### config.mk
export PLATFORM = sky130hd
export DESIGN_NAME = mdm_loop_status
export DESIGN_NICKNAME = d
export VERILOG_FILES = /design/src/rtl/mdm_loop_pkg.sv /design/src/rtl/mdm_loop_map.sv /design/src/rtl/mdm_status_reg.sv /design/src/rtl/mdm_char_route.sv /design/src/rtl/mdm_loop_status.sv
export SDC_FILE = /design/constraint.sdc
export NUM_CORES = 1
export LEC_CHECK = 0
export BUFFER_PORTS_ARGS = -buffer_cell sky130_fd_sc_hd__buf_2
export CAP_MARGIN = 20
export CORE_ASPECT_RATIO = 1.5
export CORE_MARGIN = 8
export CORE_UTILIZATION = 47
export DETAILED_ROUTE_END_ITERATION = 8
export PLACE_DENSITY = 0.78
export SLEW_MARGIN = 20
export SYNTH_ARGS = -nofsm -noshare
export SYNTH_HDL_FRONTEND = slang
export SYNTH_HIERARCHICAL = 1
export SYNTH_SLANG_ARGS = --single-unit
### constraint.sdc
create_clock -name clk -period 1.3 [get_ports clk]
set_input_delay 0.26 -clock clk [delete_from_list [all_inputs] [get_ports clk]]
set_output_delay 0.26 -clock clk [all_outputs]
set_load 0.01 [all_outputs]
### src/rtl/mdm_loop_pkg.sv
package mdm_loop_pkg;
  localparam int CTL_DTR  = 0;
  localparam int CTL_RTS  = 1;
  localparam int CTL_AUX1 = 2;
  localparam int CTL_AUX2 = 3;
  localparam int CTL_LOOP = 4;

  localparam int NUM_LINES = 4;
  localparam int RING_IDX  = 2;

  typedef struct packed {
    logic dcd;
    logic ri;
    logic dsr;
    logic cts;
  } line_t;
endpackage

### src/rtl/mdm_loop_map.sv
module mdm_loop_map
  import mdm_loop_pkg::*;
(
  input  logic [7:0] ctrl_i,
  output line_t      line_o,
  output logic       loop_o
);
  always_comb begin
    line_o.cts = ctrl_i[CTL_RTS];
    line_o.dsr = ctrl_i[CTL_DTR];
    line_o.ri  = ctrl_i[CTL_AUX1];
    line_o.dcd = ctrl_i[CTL_AUX2];
    loop_o     = ctrl_i[CTL_LOOP];
  end
endmodule

### src/rtl/mdm_status_reg.sv
module mdm_status_reg
  import mdm_loop_pkg::*;
(
  input  logic       clk,
  input  logic       rst,
  input  logic       tick_i,
  input  logic       loop_i,
  input  logic       rd_i,
  input  logic       msi_en_i,
  input  line_t      looped_i,
  output logic [7:0] msr_o,
  output logic       irq_o
);
  logic [NUM_LINES-1:0] lvl_q, dlt_q, irq_dummy;
  logic [NUM_LINES-1:0] new_lvl, base_lvl, base_dlt, hit, nxt_lvl, nxt_dlt;
  logic                 upd, irq_q;

  assign new_lvl  = looped_i;
  assign upd      = tick_i & loop_i;
  assign base_lvl = rd_i ? '0 : lvl_q;
  assign base_dlt = rd_i ? '0 : dlt_q;
  assign irq_dummy = '0;

  for (genvar k = 0; k < NUM_LINES; k++) begin : g_line
    if (k == RING_IDX) begin : g_trail
      assign hit[k] = base_lvl[k] & ~new_lvl[k];
    end else begin : g_change
      assign hit[k] = base_lvl[k] ^ new_lvl[k];
    end
  end

  assign nxt_dlt = base_dlt | (upd ? hit : irq_dummy);
  assign nxt_lvl = upd ? new_lvl : base_lvl;

  always_ff @(posedge clk) begin
    if (rst) begin
      lvl_q <= '0;
      dlt_q <= '0;
      irq_q <= 1'b0;
    end else begin
      lvl_q <= nxt_lvl;
      dlt_q <= nxt_dlt;
      irq_q <= msi_en_i & (|nxt_dlt);
    end
  end

  assign msr_o = {lvl_q, dlt_q};
  assign irq_o = irq_q;

  assert_map_R2: assert property (@(posedge clk) disable iff (rst)
    (tick_i && loop_i) |=> (msr_o[7:4] == $past(looped_i)));
  assert_hold_R5: assert property (@(posedge clk) disable iff (rst)
    (!rd_i && !(tick_i && loop_i)) |=> $stable(msr_o));
  assert_trail_R4: assert property (@(posedge clk) disable iff (rst)
    $rose(msr_o[2]) |-> $fell(msr_o[6]));
  assert_clear_R6: assert property (@(posedge clk) disable iff (rst)
    (rd_i && !(tick_i && loop_i)) |=> (msr_o == 8'h00));
  assert_irq_R7: assert property (@(posedge clk) disable iff (rst)
    irq_o |-> (|msr_o[3:0]));
endmodule

### src/rtl/mdm_char_route.sv
module mdm_char_route #(
  parameter int CHAR_W = 8
) (
  input  logic              clk,
  input  logic              rst,
  input  logic              loop_i,
  input  logic              tx_valid_i,
  input  logic [CHAR_W-1:0] tx_char_i,
  output logic              ser_valid_o,
  output logic [CHAR_W-1:0] ser_char_o,
  output logic              rx_valid_o,
  output logic [CHAR_W-1:0] rx_char_o
);
  logic              ser_v_q, rx_v_q;
  logic [CHAR_W-1:0] ser_c_q, rx_c_q;

  always_ff @(posedge clk) begin
    if (rst) begin
      ser_v_q <= 1'b0;
      rx_v_q  <= 1'b0;
      ser_c_q <= '0;
      rx_c_q  <= '0;
    end else begin
      ser_v_q <= tx_valid_i & ~loop_i;
      rx_v_q  <= tx_valid_i & loop_i;
      if (tx_valid_i && !loop_i) ser_c_q <= tx_char_i;
      if (tx_valid_i && loop_i)  rx_c_q  <= tx_char_i;
    end
  end

  assign ser_valid_o = ser_v_q;
  assign ser_char_o  = ser_c_q;
  assign rx_valid_o  = rx_v_q;
  assign rx_char_o   = rx_c_q;

  assert_one_side_R8: assert property (@(posedge clk) disable iff (rst)
    $onehot0({ser_valid_o, rx_valid_o}));
  assert_rx_char_R8: assert property (@(posedge clk) disable iff (rst)
    (tx_valid_i && loop_i) |=> (rx_valid_o && rx_char_o == $past(tx_char_i)));
  assert_ser_keep_R8: assert property (@(posedge clk) disable iff (rst)
    (tx_valid_i && loop_i) |=> $stable(ser_char_o));
endmodule

### src/rtl/mdm_loop_status.sv
module mdm_loop_status
  import mdm_loop_pkg::*;
#(
  parameter int CHAR_W = 8
) (
  input  logic              clk,
  input  logic              rst,
  input  logic [7:0]        mcr_i,
  input  logic              tick_i,
  input  logic              rd_i,
  input  logic              msi_en_i,
  input  logic              tx_valid_i,
  input  logic [CHAR_W-1:0] tx_char_i,
  output logic [7:0]        msr_o,
  output logic              irq_o,
  output logic              ser_valid_o,
  output logic [CHAR_W-1:0] ser_char_o,
  output logic              rx_valid_o,
  output logic [CHAR_W-1:0] rx_char_o
);
  line_t looped;
  logic  loop_en;

  mdm_loop_map u_map (
    .ctrl_i (mcr_i),
    .line_o (looped),
    .loop_o (loop_en)
  );

  mdm_status_reg u_status (
    .clk      (clk),
    .rst      (rst),
    .tick_i   (tick_i),
    .loop_i   (loop_en),
    .rd_i     (rd_i),
    .msi_en_i (msi_en_i),
    .looped_i (looped),
    .msr_o    (msr_o),
    .irq_o    (irq_o)
  );

  mdm_char_route #(.CHAR_W(CHAR_W)) u_route (
    .clk         (clk),
    .rst         (rst),
    .loop_i      (loop_en),
    .tx_valid_i  (tx_valid_i),
    .tx_char_i   (tx_char_i),
    .ser_valid_o (ser_valid_o),
    .ser_char_o  (ser_char_o),
    .rx_valid_o  (rx_valid_o),
    .rx_char_o   (rx_char_o)
  );
endmodule

==> flow_metrics.env, run 1 <==
export IMPL_areaGrowthSynthToFinish_pct=16.6
export IMPL_hold_viol=0
export IMPL_min_path_type="in -> reg"
export IMPL_hold_ws_ns=0.177
export IMPL_yosysMostFrequentCell="dfxtp_1"
export IMPL_ys_seq_area_share_pct=45.0
export IMPL_grt_pass1_vias=1057
export IMPL_clock_root_buffer="clkbuf_4"
export IMPL_first_pass_iters=3
export IMPL_path_buf_inv=1
export IMPL_r2r_start="u_status/lvl_q[0]$_SDFF_PP0_"
export IMPL_maxCapViolations=0
export IMPL_grtUsageMet1_pct=11.0
export IMPL_dieArea_um2=4460
export IMPL_cpMaxStageDelayCell="dfxtp_1"
export IMPL_crit_path_start_kind="register"
export IMPL_fin_cells=183
export IMPL_power_density_nw_per_um2=1040
export IMPL_hp_start="mcr_i[1]"
export IMPL_layout_setup_ws_ns=0.212
export IMPL_synth_warnings=6
export IMPL_met3_usage_pct=3.63
export IMPL_synthArstFlopShare_pct=0
export IMPL_cts_sinks=27
export IMPL_rsz0062_at_grt="false"
export IMPL_relSlewSlack_pct=70.8
export IMPL_die_width_um=57.3
export IMPL_finalSetupViolCount=0
export IMPL_cts_tree="yes"
export IMPL_ys_top_cells_by_count="27 x dfxtp_1, 25 x nand2b_1, 16 x mux2i_1"
export IMPL_dpl_cell_count=179
export IMPL_finish_instance_area_um2=1400
export IMPL_fin_worst_skew_ns=0.00694
export IMPL_place_gp_congestion=0.811
export IMPL_ys_ff_latch=27
export IMPL_ios=49
export IMPL_core_um2=2450
export IMPL_wl_um=2510
export IMPL_ctsResizeCount=0
export IMPL_end_kind="output port"
export IMPL_grt_first_pass_wirelength_um=4210
export IMPL_worst_skew_pair_late_latency_ns=0.31
export IMPL_vias=919
export IMPL_grtUsageTotal_pct=11.3
export IMPL_diodes=0
export IMPL_critPathRequiredTime_ns=1.04
export IMPL_postPlaceCellArea_um2=1370
export IMPL_cts_post_setup_buffers_inserted=0
export IMPL_grt_start_max_net_pins=31
export IMPL_ys_types=22
export IMPL_hold_depth=3
export IMPL_status="finished, final reports clean"
export IMPL_critPathArrivalTime_ns=0.83
export IMPL_r2r_slack_ns=0.22
export IMPL_critPathMaxFanout=3
export IMPL_rr_endpoint="u_status/irq_o$_SDFF_PP0_"
export IMPL_synth_edf_count=0
export IMPL_syn_inst=119
export IMPL_yosysTopAreaCell="dfxtp_1"
export IMPL_num_rows=22
export IMPL_overflow=0
export IMPL_cts_buffer_depth=2
export IMPL_slew_violations=0
export IMPL_worst_path_stages=1
export IMPL_cts_hold_buf=0
export IMPL_cpPeakStageDelay_ns=0.37
export IMPL_synth_area_top_cells="dfxtp_1 45%, mux2i_1 13%, nand2b_1 13%"
export IMPL_start_util_pct=49.0
export IMPL_wl_per_cell_um=13.7
export IMPL_post_place_ws_ns=-0.0000633
export IMPL_via_per_inst=5.02
export IMPL_cp_top_family="flip-flops"
export IMPL_p_total_mw=1.45
export IMPL_p_leak_nw=0.689
export IMPL_numCtsBuffers=3
export IMPL_synth_flop_cell="dfxtp_1"
export IMPL_worstRegToRegCells=3
export IMPL_antenna_found_initial=0
export IMPL_grt_util_met2_pct=21.2
export IMPL_mappedNetlistArea_um2=1200
export IMPL_irDropWorstVdd_mv=0.765
export IMPL_dp_hpwl_um=2020
export IMPL_worstMarginPinSlew_ns=0.438
export IMPL_fin_crit_sh_pct=83.7
export IMPL_setup_tns_ns=0
export IMPL_final_layout_size_suffix_gt1_share_pct=35.8
export IMPL_synth_area_per_cell_um2=10.1
export IMPL_synth_top_area_share_pct=45.0
export IMPL_drcViolationCount=0
export IMPL_fmax_ghz=0.919
export IMPL_final_util_pct=57.1
export IMPL_fin_crit_ns=1.09
export IMPL_drtAntennaViolNets=0
export IMPL_portBuffers=45
export IMPL_dieHeight_um=77.9
export IMPL_criticalPathCategory="reg -> out"
export IMPL_busiest_layer="met2"
export IMPL_syn_num_nets=141
export IMPL_layout_nets=182
export IMPL_drt_iter0_drc=9
export IMPL_whs_endpoint="u_status/lvl_q[0]$_SDFF_PP0_"
export IMPL_cts_max_level=1
export IMPL_crit_chain="buf_2"
export IMPL_clkTransAtPathRegs_ns=0.14
-- layer usage --
metal / routed length (um) / vias to the layer above
li1: - / 465
met5: 0 / -
met2: 1270 / 31
met1: 1040 / 421
met3: 184 / 2
met4: 19 / 0
-- cell type report --
class,instances,area [um2]
inverters,3,11.3
clock buffers,4,26.3
flip-flops and latches,27,541
multi-input cells,78,551
fillers,223,1050
repair buffers,47,240
well taps,24,30.0
-- worst reg2reg max path, stage by stage (launching register included) --
cell     delay [ns]
dfxtp_1        0.34
nor2b_1        0.14
o32a_2         0.35
a41oi_2        0.17
-- report_power, final --
part	total [mW]	leakage [nW]	internal, mW	switching (mW)
Combinational	0.217	0.454	0.107	0.110
Sequential	0.884	0.221	0.865	0.0182
Clock	0.350	0.0150	0.120	0.230
Total	1.45	0.689	1.09	0.359
-- worst max path at each step --
stage,startpoint,slack [ns],endpoint
global placement,mcr_i[4],0.06,u_status/irq_o$_SDFF_PP0_
global route,u_status/lvl_q[3]$_SDFF_PP0_,0.15,msr_o[7]
detailed placement,mcr_i[4],-0.00006,u_status/irq_o$_SDFF_PP0_
CTS,u_status/lvl_q[3]$_SDFF_PP0_,0.20,msr_o[7]
finish,u_status/lvl_q[1]$_SDFF_PP0_,0.21,msr_o[5]
floorplan,mcr_i[4],0.12,u_status/irq_o$_SDFF_PP0_
-- placed cells by master (no fill, tap or decap), types with 3 or more instances in the layout --
cell	count
nor2_1	8
clkbuf_4	3
nand2_1	7
a21oi_1	4
nand2b_1	25
dfxtp_1	27
mux2i_1	16
a31oi_1	3
inv_1	3
buf_2	45
-- cells by family (layout without fill, tap and decap cells) --
family | count (synthesis) | after routing | synth area share, %
AOI/OAI and AO/OA | 12 | 12 | 8.03
buffers and inverters | 14 | 54 | 9.07
and+or+nand+nor | 50 | 50 | 24.5
DFF | 27 | 27 | 45.0
muxes | 16 | 16 | 13.3
-- flip-flops by register name, indices dropped and copies added (netlist names) --
register	cells
u_route/rx_char_o	8
u_route/rx_valid_o	1
u_route/ser_char_o	8
u_route/ser_valid_o	1
u_status/dlt_q	4
u_status/irq_o	1
u_status/lvl_q	4
(Power assumes the default switching activity.)
==> inputs of run 2 (changes only) <==
--- a/config.mk
+++ b/config.mk
@@ -5,13 +5,14 @@
 export SDC_FILE = /design/constraint.sdc
 export NUM_CORES = 1
 export LEC_CHECK = 0
+export ABC_AREA = 1
 export BUFFER_PORTS_ARGS = -buffer_cell sky130_fd_sc_hd__buf_2
 export CAP_MARGIN = 20
 export CORE_ASPECT_RATIO = 1.5
 export CORE_MARGIN = 8
-export CORE_UTILIZATION = 47
+export CORE_UTILIZATION = 42
 export DETAILED_ROUTE_END_ITERATION = 8
-export PLACE_DENSITY = 0.78
+export PLACE_DENSITY = 0.74
 export SLEW_MARGIN = 20
 export SYNTH_ARGS = -nofsm -noshare
 export SYNTH_HDL_FRONTEND = slang
==> constraint.sdc (replaced) <==
create_clock -name clk -period 1 [get_ports clk]
set_input_delay 0.2 -clock clk [delete_from_list [all_inputs] [get_ports clk]]
set_output_delay 0.2 -clock clk [all_outputs]
set_load 0.01 [all_outputs]
==> run 2 against run 1 <==
  * Global-route usage is 0.070 points lower
  * Die area is 7.5% higher
  * Synthesized cell count is 29% higher
  * Via count is 17% higher
  * Power is 44% higher
  * Clock skew is 0.0061 ns lower
  * Critical endpoint is now msr_o[4]
  * Combinational power is 58% higher
  * Highest routed layer unchanged
  * Design area is 5.5% higher
  * Sequential power is 31% higher
==> flow_metrics.env, run 2 <==
export IMPL_via_per_inst=4.55
export IMPL_die_width_um=59.3
export IMPL_final_common_cell="buf_2"
export IMPL_portBuffers=45
export IMPL_wl_per_cell_um=10.9
export IMPL_grt_pass1_vias=1060
export IMPL_numCtsBuffers=3
export IMPL_relSlewSlack_pct=84.9
export IMPL_ys_top_cells_by_count="27 x dfxtp_1, 27 x nand2_1, 20 x nand3_1, 20 x nor2_1"
export IMPL_critPathArrivalTime_ns=0.75
export IMPL_irDropWorstVdd_mv=0.759
export IMPL_ys_seq_area_share_pct=45.9
export IMPL_min_path_type="in -> reg"
export IMPL_setup_tns_ns=0
export IMPL_grt_first_pass_wirelength_um=4370
export IMPL_synth_edf_count=0
export IMPL_diodes=0
export IMPL_hold_viol=0
export IMPL_synth_flop_cell="dfxtp_1"
export IMPL_finalSetupViolCount=0
export IMPL_fin_crit_ns=0.949
export IMPL_synth_top_area_share_pct=45.9
export IMPL_areaGrowthSynthToFinish_pct=25.3
export IMPL_vias=1073
export IMPL_path_buf_inv=1
export IMPL_cts_buffer_depth=2
export IMPL_drt_iter0_drc=13
export IMPL_synth_area_top_cells="dfxtp_1 46%, nand2_1 8.6%, nand3_1 8.5%"
export IMPL_p_total_mw=2.09
export IMPL_syn_num_nets=176
export IMPL_final_layout_size_suffix_gt1_share_pct=37.2
export IMPL_overflow=0
export IMPL_critPathRequiredTime_ns=0.80
export IMPL_slew_violations=0
export IMPL_cp_top_family="flip-flops"
export IMPL_cts_tree="yes"
export IMPL_cpMaxStageDelayCell="dfxtp_2"
export IMPL_cpPeakStageDelay_ns=0.36
export IMPL_final_cell_mix="45 x buf_2, 27 x nand2_1, 23 x dfxtp_1"
export IMPL_synth_warnings=6
export IMPL_cts_sinks=27
export IMPL_mappedNetlistArea_um2=1180
export IMPL_drtAntennaViolNets=0
export IMPL_criticalPathCategory="reg -> out"
export IMPL_rsz0062_at_grt="false"
export IMPL_num_rows=23
export IMPL_end_kind="output port"
export IMPL_worstMarginPinSlew_ns=0.226
export IMPL_place_gp_congestion=0.815
export IMPL_crit_chain="buf_2"
export IMPL_layout_nets=222
export IMPL_p_leak_nw=0.768
export IMPL_ios=49
export IMPL_synth_area_per_cell_um2=7.65
export IMPL_antenna_found_initial=0
export IMPL_grtUsageTotal_pct=11.2
export IMPL_fin_crit_sh_pct=94.9
export IMPL_crit_path_start_kind="register"
export IMPL_maxCapViolations=0
export IMPL_wl_um=2560
export IMPL_cts_max_level=1
export IMPL_cts_hold_buf=0
export IMPL_ys_ff_latch=27
export IMPL_ys_types=20
export IMPL_power_density_nw_per_um2=1420
export IMPL_grt_start_max_net_pins=16
export IMPL_dp_hpwl_um=2160
export IMPL_fin_worst_skew_ns=0.000890
export IMPL_status="finished, final reports clean"
export IMPL_clkTransAtPathRegs_ns=0.09
export IMPL_start_util_pct=44.0
export IMPL_dieArea_um2=4790
export IMPL_syn_inst=154
export IMPL_synthArstFlopShare_pct=0
export IMPL_worst_skew_pair_late_latency_ns=0.26
export IMPL_drcViolationCount=0
export IMPL_dieHeight_um=80.9
export IMPL_core_um2=2680
export IMPL_fmax_ghz=1.05
export IMPL_first_pass_iters=4
export IMPL_clock_root_buffer="clkbuf_8"
export IMPL_yosysTopAreaCell="dfxtp_1"
export IMPL_critPathMaxFanout=3
-- run 2: final cells by class --
type                    instances  area [um2]
clock buffers                   3        41.3
inverters                      18        75.1
repair buffers                 50         275
clock inverters                 1        5.00
well taps                      37        46.3
flip-flops and latches         27         546
fillers                       274        1200
multi-input cells             100         488
-- run 2: kinds of logic (layout without fill, tap and decap cells) --
kind of cell	Yosys count	in the layout	share of synthesized area [%]
AO/OA/AOI/OAI	19	19	8.39
buffers and inverters	27	72	12.7
flip-flops	27	27	45.9
AND/OR/NAND/NOR	81	81	33.0
-- run 2: final timing paths --
path                                      from                                 to  slack, ns  cells after the start
min                                   msi_en_i          u_status/irq_o$_SDFF_PP0_       0.17                      3
max               u_status/lvl_q[0]$_SDFF_PP0_                           msr_o[4]       0.05                      1
max reg2reg       u_status/lvl_q[3]$_SDFF_PP0_          u_status/irq_o$_SDFF_PP0_       0.14                      5
min reg2reg  u_route/rx_char_o[2]$_SDFFE_PP0P_  u_route/rx_char_o[2]$_SDFFE_PP0P_       0.47                      2
-- run 2: stage by stage --
| stage | instance area, um2 | setup WS, ns | hold slack (ns) | utilization, % | instances |
|---|---|---|---|---|---|
| floorplan | 1180 | 0.0807 | 0.269 | - | 154 |
| global placement | 1430 | 0.0470 | 0.450 | 53.2 | 232 |
| detailed placement | 1430 | 0.0263 | 0.452 | 53.2 | 232 |
| CTS | 1470 | 0.00472 | 0.167 | 55.0 | 236 |
| global route | 1480 | 0.000393 | 0.189 | 55.2 | 236 |
| finish | 1480 | 0.0506 | 0.174 | 55.2 | 236 |
-- run 2: what timing repair did --
item                       in CTS  in global routing
hold endpoints to repair        0                  0
buffers inserted                0                  0
gates resized for setup         1                  3
setup endpoints to repair       1                  3
-- run 2: per-layer routing --
layer	global-route usage [%]	part of all wire, %	vias up
met4	4.33	0.62	0
met5	0	0	-
met2	20.0	52	26
met3	3.79	7.2	2
li1	-	-	571
met1	11.6	40	474
-- run 2: power breakdown --
group          leakage [nW]  switching [mW]  total (mW)  internal [mW]
logic                 0.519           0.198       0.342          0.143
clock network        0.0255           0.314       0.592          0.278
registers             0.223          0.0257        1.16           1.13
total                 0.768           0.538        2.09           1.55
==> inputs of run 3 (changes only) <==
--- a/config.mk
+++ b/config.mk
@@ -5,7 +5,6 @@
 export SDC_FILE = /design/constraint.sdc
 export NUM_CORES = 1
 export LEC_CHECK = 0
-export ABC_AREA = 1
 export BUFFER_PORTS_ARGS = -buffer_cell sky130_fd_sc_hd__buf_2
 export CAP_MARGIN = 20
 export CORE_ASPECT_RATIO = 1.5
==> run 3 against run 2 <==
  * Design area rose by 1.4%
  * Non-clock buffer count did not move
  * Critical endpoint is now u_status/irq_o$_SDFF_PP0_
  * Routed wire length rose by 5.7%
  * Register-to-register slack got worse by 0.21 ns
  * Critical path depth rose by 2
  * Sequential share of layout area fell by 0.58 points
  * Utilization fell by 2.2 points
  * Clock skew rose by 0.0029 ns
  * Highest routed layer unchanged
  * The run now ends with setup timing left
  * Critical path type is now reg -> reg
  * Hold slack improved by 0.0020 ns
  * Die area rose by 1.4%
  * Sequential cell count did not move
==> flow_metrics.env, run 3 (same netlist as run 1, synthesis figures left out) <==
export IMPL_status="complete, but fails checks"
export IMPL_failed_checks="setup timing"
export IMPL_portBuffers=45
export IMPL_layout_setup_ws_ns=-0.0669
export IMPL_cts_tree="yes"
export IMPL_num_rows=24
export IMPL_cts_max_level=1
export IMPL_irDropWorstVdd_mv=0.800
export IMPL_fin_crit_sh_pct=107
export IMPL_ios=49
export IMPL_antenna_found_initial=0
export IMPL_dp_hpwl_um=2080
export IMPL_end_kind="register"
export IMPL_path_buf_inv=0
export IMPL_via_per_inst=4.73
export IMPL_finalSetupViolCount=3
export IMPL_p_leak_nw=0.723
export IMPL_cpMaxStageDelayCell="o32a_4"
export IMPL_criticalPathCategory="reg -> reg"
export IMPL_power_density_nw_per_um2=1380
export IMPL_min_path_type="in -> reg"
export IMPL_cp_top_family="compound AO/OA/AOI/OAI gates"
export IMPL_cts_buffer_depth=2
export IMPL_crit_chain="nor2b_4 -> o32a_4 -> a41oi_2"
export IMPL_vias=951
export IMPL_grt_start_max_net_pins=28
export IMPL_wl_um=2710
export IMPL_start_util_pct=42.5
export IMPL_clkTransAtPathRegs_ns=0.09
export IMPL_grt_pass1_vias=1048
export IMPL_worst_skew_pair_late_latency_ns=0.27
export IMPL_critPathArrivalTime_ns=1.26
export IMPL_drt_iter0_drc=11
export IMPL_post_place_ws_ns=-0.155
export IMPL_diodes=0
export IMPL_place_gp_congestion=0.804
export IMPL_fin_crit_ns=1.07
export IMPL_grtUsageTotal_pct=11.1
export IMPL_drtAntennaViolNets=0
export IMPL_wl_per_cell_um=13.5
export IMPL_rsz0062_at_grt="true"
export IMPL_first_pass_iters=5
export IMPL_critPathRequiredTime_ns=1.20
export IMPL_maxCapViolations=0
export IMPL_fmax_ghz=0.937
export IMPL_grt_first_pass_wirelength_um=4290
export IMPL_crit_path_start_kind="register"
export IMPL_drcViolationCount=0
export IMPL_clock_root_buffer="clkbuf_8"
export IMPL_cts_sinks=27
export IMPL_core_um2=2820
export IMPL_overflow=0
export IMPL_relSlewSlack_pct=71.9
export IMPL_final_layout_size_suffix_gt1_share_pct=40.1
export IMPL_final_common_cell="buf_2"
export IMPL_layout_nets=185
export IMPL_areaGrowthSynthToFinish_pct=24.7
export IMPL_numCtsBuffers=3
export IMPL_final_cell_mix="43 x buf_2, 25 x nand2b_1, 24 x dfxtp_1"
export IMPL_cts_hold_buf=0
export IMPL_dieHeight_um=81.5
export IMPL_fin_worst_skew_ns=0.00377
export IMPL_worstMarginPinSlew_ns=0.421
export IMPL_hold_viol=0
export IMPL_hold_ws_ns=0.176
export IMPL_dieArea_um2=4860
export IMPL_die_width_um=59.6
export IMPL_cpPeakStageDelay_ns=0.38
export IMPL_slew_violations=0
export IMPL_critPathMaxFanout=2
-- run 3: cell types whose count changed in the layout (fill, tap and decap cells not counted), moves of 12 or more --
| cell | previous run | this run |
|---|---|---|
| nand2b_1 | 0 | 25 |
| nand2_1 | 27 | 7 |
| nand3_1 | 20 | 1 |
| mux2i_1 | 0 | 16 |
| inv_1 | 15 | 3 |
| nor2_1 | 20 | 8 |
-- run 3: power by group --
group          internal [mW]  switching (mW)  total (mW)  leakage [nW]
clock network          0.285           0.322       0.607        0.0228
registers               1.12          0.0236        1.15         0.222
logic                  0.151           0.152       0.303         0.478
-- run 3: layout make-up --
cell class              instances  area [um2]
inverters                       3        11.3
well taps                      39        48.8
repair buffers                 50         275
clock buffers                   4        45.0
flip-flops and latches         27         544
fillers                       302        1330
multi-input cells              78         572
-- run 3: path summary, 6_finish.rpt --
path	startpoint	to	slack (ns)	depth (start not counted)
hold reg to reg	u_route/rx_char_o[5]$_SDFFE_PP0P_	u_route/rx_char_o[5]$_SDFFE_PP0P_	0.48	2
setup reg to reg	u_status/lvl_q[1]$_SDFF_PP0_	u_status/irq_o$_SDFF_PP0_	-0.07	3
setup / recovery	u_status/lvl_q[1]$_SDFF_PP0_	u_status/irq_o$_SDFF_PP0_	-0.07	3
hold / removal	mcr_i[0]	u_status/lvl_q[1]$_SDFF_PP0_	0.18	3
-- run 3: what timing repair did --
| item | CTS | global route |
|---|---|---|
| setup buffers | 0 | 1 |
| pin swaps | 0 | 2 |
| setup endpoints to repair | 3 | 6 |
| gates resized for setup | 2 | 6 |
-- run 3: tightest hold or removal path, delay by kind of cell --
family	cells	cell delay (ns)
buf+inv	1	0.10
simple gates	1	0.05
compound gates	1	0.05
-- run 3: layer usage --
metal	vias up	wire (um)	global-route usage [%]
li1	471	-	-
met1	442	1080	10.8
met2	36	1410	21.0
met3	2	202	3.76
met4	0	13	3.60
met5	-	0	0
-- run 3: metrics by stage --
step | setup TNS, ns | area [um2] | instances | total power [mW] | utilization [%]
after floorplan | -0.182 | 1210 | 119 | 1.37 | -
after global placement | -0.186 | 1410 | 196 | 1.45 | 49.9
after detailed placement | -0.482 | 1410 | 196 | 1.47 | 49.9
after CTS | -0.121 | 1460 | 200 | 2.07 | 51.8
after global routing | -0.273 | 1500 | 201 | 2.15 | 53.0
final | -0.121 | 1500 | 201 | 2.06 | 53.0
